--- config.mk ---
export PLATFORM = sky130hd
export DESIGN_NAME = intr_dispatch_ctrl
export DESIGN_NICKNAME = d
export VERILOG_FILES = /design/src/rtl/intr_ctrl_pkg.sv /design/src/rtl/intr_ctrl_regs.sv /design/src/rtl/intr_ctrl_prio.sv /design/src/rtl/intr_ctrl_ime.sv /design/src/rtl/intr_ctrl_seq.sv /design/src/rtl/intr_dispatch_ctrl.sv
export SDC_FILE = /design/constraint.sdc
export NUM_CORES = 1
export LEC_CHECK = 0
export BUFFER_PORTS_ARGS = -buffer_cell sky130_fd_sc_hd__buf_2
export CAP_MARGIN = 0
export CORE_ASPECT_RATIO = 1.75
export CORE_MARGIN = 4
export CORE_UTILIZATION = 39
export CTS_CLUSTER_SIZE = 16
export DETAILED_ROUTE_END_ITERATION = 10
export PLACE_DENSITY = 0.65
export SLEW_MARGIN = 20
export SYNTH_ARGS = -nofsm -noshare
export SYNTH_HDL_FRONTEND = slang
export SYNTH_SLANG_ARGS = --single-unit
export TNS_END_PERCENT = 5
--- constraint.sdc ---
create_clock -name clk -period 3 [get_ports clk]
set_clock_uncertainty 0.2 [all_clocks]
set_input_delay 0.15 -clock clk [delete_from_list [all_inputs] [get_ports clk]]
set_output_delay 0.15 -clock clk [all_outputs]
set_load 0.02 [all_outputs]
--- src/rtl/intr_ctrl_pkg.sv ---
package intr_ctrl_pkg;

   typedef enum logic [1:0] {
      SEQ_RUN  = 2'd0,
      SEQ_HALT = 2'd1,
      SEQ_STOP = 2'd2,
      SEQ_SVC  = 2'd3
   } seq_state_e;

   // machine-cycle layout of one service sequence
   localparam int unsigned SVC_MCYCLES = 5;
   localparam int unsigned PUSH_HI_MC  = 2;
   localparam int unsigned PUSH_LO_MC  = 3;

endpackage

--- src/rtl/intr_ctrl_regs.sv ---
module intr_ctrl_regs #(
   parameter int unsigned N = 5
) (
   input  logic         clk,
   input  logic         rst_n,
   input  logic         wr_en_i,
   input  logic         wr_sel_i,
   input  logic [N-1:0] wdata_i,
   input  logic [N-1:0] pulse_i,
   input  logic [N-1:0] clr_i,
   output logic [N-1:0] enable_o,
   output logic [N-1:0] flag_o
);

   logic [N-1:0] flag_nx;

   // per-bit priority: peripheral set > CPU write > service clear > hold
   for (genvar b = 0; b < N; b++) begin : g_flag
      assign flag_nx[b] = pulse_i[b]             ? 1'b1 :
                          (wr_en_i && wr_sel_i)  ? wdata_i[b] :
                          clr_i[b]               ? 1'b0 : flag_o[b];
   end

   always_ff @(posedge clk or negedge rst_n) begin
      if (!rst_n) begin
         flag_o   <= '0;
         enable_o <= '0;
      end else begin
         flag_o <= flag_nx;
         if (wr_en_i && !wr_sel_i) enable_o <= wdata_i;
      end
   end

endmodule

--- src/rtl/intr_ctrl_prio.sv ---
module intr_ctrl_prio #(
   parameter int unsigned N = 5
) (
   input  logic [N-1:0] req_i,
   output logic [N-1:0] grant_o
);

   for (genvar b = 0; b < N; b++) begin : g_grant
      if (b == 0) begin : g_top
         assign grant_o[b] = req_i[b];
      end else begin : g_low
         assign grant_o[b] = req_i[b] & ~(|req_i[b-1:0]);
      end
   end

endmodule

--- src/rtl/intr_ctrl_ime.sv ---
module intr_ctrl_ime (
   input  logic clk,
   input  logic rst_n,
   input  logic bound_i,
   input  logic ei_i,
   input  logic di_i,
   input  logic reti_i,
   input  logic svc_start_i,
   output logic ime_nx_o,
   output logic ime_o,
   output logic pend_o
);

   // value the master enable takes at this boundary
   assign ime_nx_o = di_i ? 1'b0 : ((reti_i || pend_o) ? 1'b1 : ime_o);

   always_ff @(posedge clk or negedge rst_n) begin
      if (!rst_n) begin
         ime_o  <= 1'b0;
         pend_o <= 1'b0;
      end else begin
         if (svc_start_i)  ime_o <= 1'b0;
         else if (bound_i) ime_o <= ime_nx_o;
         if (bound_i)      pend_o <= ei_i & ~di_i;
      end
   end

endmodule

--- src/rtl/intr_ctrl_seq.sv ---
module intr_ctrl_seq
   import intr_ctrl_pkg::*;
#(
   parameter int unsigned N          = 5,
   parameter int unsigned MCYC_TICKS = 4,
   parameter int unsigned ADDR_W     = 16,
   parameter int unsigned DATA_W     = 8
) (
   input  logic              clk,
   input  logic              rst_n,
   input  logic              bound_i,
   input  logic              halt_i,
   input  logic              stop_i,
   input  logic              ime_nx_i,
   input  logic              ime_q_i,
   input  logic              pend_any_i,
   input  logic              joy_any_i,
   input  logic [N-1:0]      grant_i,
   input  logic [ADDR_W-1:0] pc_i,
   input  logic [ADDR_W-1:0] sp_i,
   output logic              run_o,
   output logic              halted_o,
   output logic              stopped_o,
   output logic              fetch_o,
   output logic              svc_start_o,
   output logic              pc_load_o,
   output logic              bus_wr_o,
   output logic [ADDR_W-1:0] bus_addr_o,
   output logic [DATA_W-1:0] bus_wdata_o,
   output logic [N-1:0]      sel_o
);

   localparam int unsigned SVC_TICKS = SVC_MCYCLES * MCYC_TICKS;
   localparam int unsigned CNT_W     = $clog2(SVC_TICKS);
   localparam logic [CNT_W-1:0] LAST     = CNT_W'(SVC_TICKS - 1);
   localparam logic [CNT_W-1:0] STEP_END = CNT_W'(MCYC_TICKS - 1);
   localparam logic [CNT_W-1:0] HI_FIRST = CNT_W'(PUSH_HI_MC * MCYC_TICKS);
   localparam logic [CNT_W-1:0] LO_FIRST = CNT_W'(PUSH_LO_MC * MCYC_TICKS);
   localparam logic [CNT_W-1:0] LO_END   = CNT_W'((PUSH_LO_MC + 1) * MCYC_TICKS);

   seq_state_e        st_q;
   logic [CNT_W-1:0]  cnt_q;
   logic [ADDR_W-1:0] pc_q, sp_q;
   logic              take_run, take_halt, in_svc, push_hi;

   assign run_o     = (st_q == SEQ_RUN);
   assign halted_o  = (st_q == SEQ_HALT);
   assign stopped_o = (st_q == SEQ_STOP);
   assign in_svc    = (st_q == SEQ_SVC);

   assign take_run    = run_o & bound_i & ~halt_i & ~stop_i & ime_nx_i & pend_any_i;
   assign take_halt   = halted_o & pend_any_i & ime_q_i;
   assign svc_start_o = take_run | take_halt;

   always_ff @(posedge clk or negedge rst_n) begin
      if (!rst_n) begin
         st_q    <= SEQ_RUN;
         cnt_q   <= '0;
         pc_q    <= '0;
         sp_q    <= '0;
         sel_o   <= '0;
         fetch_o <= 1'b0;
      end else begin
         fetch_o <= 1'b0;
         if (svc_start_o) begin
            pc_q  <= pc_i;
            sp_q  <= sp_i;
            sel_o <= grant_i;
         end
         case (st_q)
            SEQ_RUN: if (bound_i) begin
               if (stop_i) begin
                  st_q  <= SEQ_STOP;
                  cnt_q <= '0;
               end else if (halt_i) begin
                  st_q <= SEQ_HALT;
               end else if (take_run) begin
                  st_q  <= SEQ_SVC;
                  cnt_q <= '0;
               end else begin
                  fetch_o <= 1'b1;
               end
            end
            SEQ_HALT: if (pend_any_i) begin
               if (ime_q_i) begin
                  st_q  <= SEQ_SVC;
                  cnt_q <= '0;
               end else begin
                  st_q    <= SEQ_RUN;
                  fetch_o <= 1'b1;
               end
            end
            SEQ_STOP: begin
               if (cnt_q == STEP_END) begin
                  cnt_q <= '0;
                  if (joy_any_i) begin
                     st_q    <= SEQ_RUN;
                     fetch_o <= 1'b1;
                  end
               end else begin
                  cnt_q <= cnt_q + CNT_W'(1);
               end
            end
            default: begin
               if (cnt_q == LAST) begin
                  st_q    <= SEQ_RUN;
                  fetch_o <= 1'b1;
               end else begin
                  cnt_q <= cnt_q + CNT_W'(1);
               end
            end
         endcase
      end
   end

   assign push_hi     = (cnt_q < LO_FIRST);
   assign bus_wr_o    = in_svc && (cnt_q >= HI_FIRST) && (cnt_q < LO_END);
   assign bus_addr_o  = sp_q - (push_hi ? ADDR_W'(1) : ADDR_W'(2));
   assign bus_wdata_o = push_hi ? pc_q[ADDR_W-1 -: DATA_W] : pc_q[DATA_W-1:0];
   assign pc_load_o   = in_svc && (cnt_q == LAST);

endmodule

--- src/rtl/intr_dispatch_ctrl.sv ---
module intr_dispatch_ctrl
   import intr_ctrl_pkg::*;
#(
   parameter int unsigned N_SRC      = 5,
   parameter int unsigned MCYC_TICKS = 4,
   parameter int unsigned ADDR_W     = 16,
   parameter int unsigned DATA_W     = 8,
   parameter int unsigned JOY_W      = 4,
   parameter int unsigned VEC_BASE   = 'h40,
   parameter int unsigned VEC_STRIDE = 8
) (
   input  logic              clk,
   input  logic              rst_n,
   input  logic              bound_i,
   input  logic              op_ei_i,
   input  logic              op_di_i,
   input  logic              op_reti_i,
   input  logic              op_halt_i,
   input  logic              op_stop_i,
   input  logic [ADDR_W-1:0] pc_i,
   input  logic [ADDR_W-1:0] sp_i,
   input  logic              reg_wr_en_i,
   input  logic              reg_wr_sel_i,
   input  logic [N_SRC-1:0]  reg_wdata_i,
   input  logic [N_SRC-1:0]  irq_pulse_i,
   input  logic [JOY_W-1:0]  joy_i,
   output logic              fetch_o,
   output logic              bus_wr_o,
   output logic [ADDR_W-1:0] bus_addr_o,
   output logic [DATA_W-1:0] bus_wdata_o,
   output logic              pc_load_o,
   output logic [ADDR_W-1:0] pc_vec_o,
   output logic              ime_o,
   output logic [N_SRC-1:0]  enable_o,
   output logic [N_SRC-1:0]  flag_o,
   output logic              halted_o,
   output logic              stopped_o
);

   if (N_SRC < 1 || N_SRC > 8) begin : g_bad_nsrc
      $error("N_SRC must lie in 1..8");
   end
   if (ADDR_W != 2 * DATA_W) begin : g_bad_width
      $error("ADDR_W must be twice DATA_W for a two-byte push");
   end
   if (MCYC_TICKS < 1) begin : g_bad_mcyc
      $error("MCYC_TICKS must be at least 1");
   end
   if (JOY_W < 1) begin : g_bad_joy
      $error("JOY_W must be at least 1");
   end

   logic [N_SRC-1:0] grant, sel, svc_clr;
   logic             pend_any, ime_nx, ei_pend, run_w, svc_start;

   assign pend_any = |(enable_o & flag_o);
   assign svc_clr  = pc_load_o ? sel : '0;

   intr_ctrl_regs #(.N(N_SRC)) u_regs (
      .clk      (clk),
      .rst_n    (rst_n),
      .wr_en_i  (reg_wr_en_i),
      .wr_sel_i (reg_wr_sel_i),
      .wdata_i  (reg_wdata_i),
      .pulse_i  (irq_pulse_i),
      .clr_i    (svc_clr),
      .enable_o (enable_o),
      .flag_o   (flag_o)
   );

   intr_ctrl_prio #(.N(N_SRC)) u_prio (
      .req_i   (enable_o & flag_o),
      .grant_o (grant)
   );

   intr_ctrl_ime u_ime (
      .clk         (clk),
      .rst_n       (rst_n),
      .bound_i     (bound_i & run_w),
      .ei_i        (op_ei_i),
      .di_i        (op_di_i),
      .reti_i      (op_reti_i),
      .svc_start_i (svc_start),
      .ime_nx_o    (ime_nx),
      .ime_o       (ime_o),
      .pend_o      (ei_pend)
   );

   intr_ctrl_seq #(
      .N(N_SRC), .MCYC_TICKS(MCYC_TICKS), .ADDR_W(ADDR_W), .DATA_W(DATA_W)
   ) u_seq (
      .clk         (clk),
      .rst_n       (rst_n),
      .bound_i     (bound_i),
      .halt_i      (op_halt_i),
      .stop_i      (op_stop_i),
      .ime_nx_i    (ime_nx),
      .ime_q_i     (ime_o),
      .pend_any_i  (pend_any),
      .joy_any_i   (|joy_i),
      .grant_i     (grant),
      .pc_i        (pc_i),
      .sp_i        (sp_i),
      .run_o       (run_w),
      .halted_o    (halted_o),
      .stopped_o   (stopped_o),
      .fetch_o     (fetch_o),
      .svc_start_o (svc_start),
      .pc_load_o   (pc_load_o),
      .bus_wr_o    (bus_wr_o),
      .bus_addr_o  (bus_addr_o),
      .bus_wdata_o (bus_wdata_o),
      .sel_o       (sel)
   );

   always_comb begin
      pc_vec_o = ADDR_W'(VEC_BASE);
      for (int b = 0; b < int'(N_SRC); b++) begin
         if (sel[b]) pc_vec_o = ADDR_W'(VEC_BASE + b * VEC_STRIDE);
      end
   end

endmodule

Word level (Yosys, flattened, before mapping). Cells that the tools add are included.

Register bits after elaboration: 57. Bits in latches: 0. RAM bits: 0. ROM bits: 0. Output and inout bits: 56. Memories: 0.

Add/sub/neg operators: 2. Multipliers: 0. Div/mod/pow operators: 0. $lt $le $gt $ge: 3. Eq/ne operators: 14. Shifts and indexed selects: 0. Muxes and demuxes: 55. Bitwise operators: 21. Reductions and logical operators: 22.

Operators by type and width (count): 16-bit 2-to-1 mux (3); 5-bit 2-to-1 mux (9); 1-bit 2-to-1 mux (28); 2-bit 2-to-1 mux (10); 16-bit subtractor (1); 5-bit case mux with 3 select lines (1); 3-bit nonzero test (5); 1-bit AND (12); 6-bit AND reduction (2); 8-bit 2-to-1 mux (1); 4-bit OR reduction (2); 1-bit NOT (7); 2-bit by 1-bit inequality test with 1-bit output, second input constant (3); 3-bit inequality test, second input constant (2); 2-bit case mux with 3 select lines (1); 5-bit by 1-bit adder with 5-bit output, second input constant (1); 5-bit AND (1); 5-bit by 2-bit equality test with 1-bit output, second input constant (1); 5-bit equality test, second input constant (1); 5-bit by 4-bit >= comparator with 1-bit output, second input constant (1); 1-bit logical AND (5); 5-bit by 4-bit less-than comparator with 1-bit output, second input constant (1); 5-bit less-than comparator, second input constant (1); 5-bit OR reduction (1); other kinds (15) (17).

Longest topological paths before layout.
Depth in word-level cells: 11. Gate-level depth with buffers: 9.

Cells and area by module. Synthesis repeated with hierarchy kept, for this count alone.

Cell total of the unflattened synthesis: 281. Area, all modules: 3228.1 sq um.

By module, submodules not included: intr_ctrl_seq (times used 1, cells each 199, area each 2434.8 sq um); intr_ctrl_regs (times used 1, cells each 32, area each 419.2 sq um); intr_dispatch_ctrl (times used 1, cells each 34, area each 226.5 sq um); intr_ctrl_ime (times used 1, cells each 10, area each 92.6 sq um); intr_ctrl_prio (times used 1, cells each 6, area each 55.1 sq um).

Worst setup path before layout. No wires, ideal clock.

Path type: register -> output. Start: register u_seq.cnt_q[2]. End: output port bus_addr_o[12]. Data arrival time: 2605 ps. Data required time: 2650 ps. Path slack: 45 ps. Stages on the path, launching flop included: 8. Buffers on the path: 1. Cells stage by stage: dfrtp_1 > a21oi_1 > ha_1 > inv_1 > fa_1 > clkbuf_1 > nor4_1 > xor2_1.

Word-level cells in the longest chain between the ends: 3.

Ends and longest elaborated chain: from (decl) (RTL line intr_ctrl_seq.sv:42) `logic [CNT_W-1:0] cnt_q;`; from (signal assigned) (RTL line intr_ctrl_seq.sv:101) `cnt_q <= cnt_q + CNT_W'(1);`; from (signal assigned) (RTL line intr_ctrl_seq.sv:109) `cnt_q <= cnt_q + CNT_W'(1);`; 5-bit by 4-bit less-than comparator with 1-bit output (RTL line intr_ctrl_seq.sv:116) `assign push_hi = (cnt_q < LO_FIRST);`; 2-bit 2-to-1 mux (RTL line intr_ctrl_seq.sv:118) `assign bus_addr_o = sp_q - (push_hi ? ADDR_W'(1) : ADDR_W'(2));`; 16-bit subtractor (RTL line intr_ctrl_seq.sv:118); to (decl) (RTL line intr_dispatch_ctrl.sv:29) `output logic [ADDR_W-1:0] bus_addr_o,`.

Every way passes these cells.

Worst setup path in the final report.
Start: register u_seq.sp_q[5]. End: output port bus_addr_o[13].

Word-level cells in the longest chain between the ends: 1.

Ends and longest elaborated chain: from (decl) (RTL line intr_ctrl_seq.sv:43) `logic [ADDR_W-1:0] pc_q, sp_q;`; from (signal assigned) (RTL line intr_ctrl_seq.sv:67) `sp_q <= sp_i;`; 16-bit subtractor (RTL line intr_ctrl_seq.sv:118).

Every way passes these cells.

==> results.yml <==
drt:
  top_layer_used: "met4"
  first_pass_iters: 4
  dr_wl_met2_um: 4170
  drtIter0Drc: 86
  wl_um: 7780
  met3_length_um: 472
  detail-route-antenna-nets: 0
  drt-wirelength-per-cell_um: 14.3
  vias: 2699
  drc: 0
  viasPerCell: 4.97
  wl_met1_um: 2940
cells_and_area:
  area_growth_pct: 45.2
  layout_commonest_cell: "buf_2"
  layout_common_cells: "95 x buf_2, 57 x dfrtp_1, 52 x dlygate4sd3_1"
  nets: 517
  antennaDiodeCount: 0
  drive_gt1_share_pct: 39.1
sta:
  setup_viol: 3
  slew_headroom_pct: 35.1
  worst_slew_pin_slew_ns: 0.974
  finalMaxSlewViolations: 0
  finalHoldViolations: 0
  grt_setup_unrepaired: "yes"
  min_period_over_period_pct: 103
  setup_slack_ns: -0.0927
  fin_crit_ns: 3.09
  fmax_mhz: 323
  setup_tns_ns: -0.238
synth:
  synth_cell_types: 41
  syn_avg_cell_area_um2: 10.8
  ys_warn_count: 0
  ys_seq_area_share_pct: 45.9
  netlist_area_um2: 3110
  syn_inst: 289
  ys_ff_latch: 57
die:
  die-area_um2: 9520
  coreArea_um2: 7670
  start_util_pct: 40.5
  row_count: 42
  die_w_um: 75.5
  die_height_um: 126
  io_pins: 112
power_and_ir_drop:
  vdd_drop_max_mv: 0.489
  leakage_nw: 2.17
  power.density_nw_per_um2: 892
worst_setup_path:
  ff2ff_setup_slack_ns: 0.40
  end_kind: "primary output"
  cp_max_fo: 3
  worstPathRequired_ns: 2.65
  crit_end: "bus_addr_o[13]"
  reg2reg_to: "u_seq.st_q[1]"
  arrival_ns: 2.74
  crit_start: "u_seq.sp_q[5]"
  reg2reg_depth: 6
  crit_type: "flop to primary output"
  worst_setup_path_start_kind: "flop"
  r2r-start: "u_seq.cnt_q[0]"
placement:
  gp_congestion: 0.873
  dpl.hpwl_um: 5370
  port_buffers: 98
  preCtsSetupSlack_ns: 0.112
min_path:
  min_path_type: "input pin to flop"
clock_tree:
  insertion_delay_ns: 0.33
  cts_buffer_depth: 2
  cts_sinks: 57
  cts_root_buf: "clkbuf_16"
  cts_buffers: 9
  clk_pin_slew_ns: 0.05
  cts_max_level: 3
  tritoncts: "built"
global_routing:
  grt_pass1_vias: 2877
  grt_overflow: 0
  grt_pass1_wl_um: 12900
  grt_max_degree: 41
  antenna_found_initial: 0
  grt_usage_pct: 17.6
outcome:
  violations: "negative setup slack"
  outcome: "finished with violations"
run:
  drv_cap: 0
==> cells in the mapped netlist, drive strengths merged <==
cell type   n  share of area, %
a2111oi     1              0.28
a21o        2              0.48
a21oi      14               2.3
a222oi      2              0.64
a31oi       1              0.20
and2        1              0.20
buf        15               3.5
clkbuf      5              0.60
conb        2              0.24
dfrtp      57                46
fa          1              0.64
ha          9               3.6
inv        13               1.6
mux2       48                17
nand2      26               3.1
nand2b      3              0.60
nand3      10               1.6
nand3b      1              0.24
nand4       1              0.20
nand4bb     2              0.72
nor2       15               1.8
nor2b       4              0.80
nor3        6              0.97
nor3b       2              0.48
nor4        5               1.5
o2111ai     1              0.28
o21ai      13               2.1
o22ai       1              0.20
o311ai      1              0.28
o31ai       4              0.97
or2         1              0.20
or3         2              0.40
or3b        1              0.28
or4         3               1.0
or4b        2              0.76
xnor2       1              0.28
xor2       13               3.7
==> registers in the layout, summed over array words and instances, names as in the netlist <==
name	cells
u_seq.pc_q	16
u_seq.sp_q	16
u_regs.enable_o	5
u_regs.flag_o	5
u_seq.cnt_q	5
u_seq.sel_o	5
u_seq.st_q	2
u_ime.ime_o	1
u_ime.pend_o	1
u_seq.fetch_o	1
==> power breakdown <==
group	leakage, nW	internal [mW]	switching, mW
sequential	0.691	1.08	0.257
combinational	1.35	0.832	0.974
clock	0.124	0.575	0.311
==> cells by family after synthesis <==
| kind of cell | Yosys count | synth area share (%) |
|---|---|---|
| adders and majority gates | 10 | 4.27 |
| buffers and inverters | 33 | 5.67 |
| DFF | 57 | 45.9 |
| AOI/OAI and AO/OA | 40 | 7.69 |
| other | 2 | 0.242 |
| muxes | 48 | 17.4 |
| xor gates and xnor gates | 14 | 3.94 |
| and+or+nand+nor | 85 | 14.9 |
==> how the worst min path moves through the flow <==
stage / from / endpoint / slack [ns] / cells after the start
2_1_floorplan: rst_n / u_ime.ime_o / -0.35 / 0
3_3_place_gp: rst_n / u_seq.sp_q[7] / 0.13 / 1
3_5_place_dp: rst_n / u_seq.sp_q[12] / 0.15 / 1
4_1_cts: reg_wr_en_i / u_regs.flag_o[0] / 0.03 / 4
5_1_grt: reg_wr_en_i / u_regs.flag_o[4] / 0.09 / 4
6_report: reg_wr_en_i / u_regs.flag_o[4] / 0.03 / 4
==> critical path, cell delays in order, from the launching register on <==
cell     delay [ns]
dfrtp_1        0.38
or4_4          0.55
or4b_4         0.53
or4_4          0.47
nor2_2         0.15
xor2_1         0.17
buf_4          0.16
==> metal layers <==
metal,GRT usage (%),vias up
met4,7.93,0
met2,30.4,91
met5,0,-
met1,18.8,1276
li1,-,1317
met3,5.50,15
==> timing repair <==
item                                    in CTS  in global routing
setup buffers                                5                  0
pin swaps                                    5                  2
hold buffers                                52                  0
endpoints found under the setup margin       3                  5
gates resized for setup                      4                  3
endpoints found under the hold margin       82                  0
==> stage by stage <==
step	total power, mW	util [%]	hold slack, ns	std cells	area [µm²]
2_1_floorplan	2.51	-	-0.346	300	3150
6_report	4.02	58.8	0.0273	543	4510
3_5_place_dp	3.03	47.9	0.146	471	3670
4_1_cts	4.06	58.7	0.0250	543	4500
3_3_place_gp	2.98	47.9	0.132	471	3670
5_1_grt	4.33	58.8	0.0943	543	4510
==> cell type report <==
cell class	instances	area (µm²)
clock buffer	15	258
inverter	13	48.8
tap	88	110
multi-input combinational	210	1560
sequential	57	1430
fill	652	3160
timing repair buffer	160	1110
(Power assumes the default switching activity.)
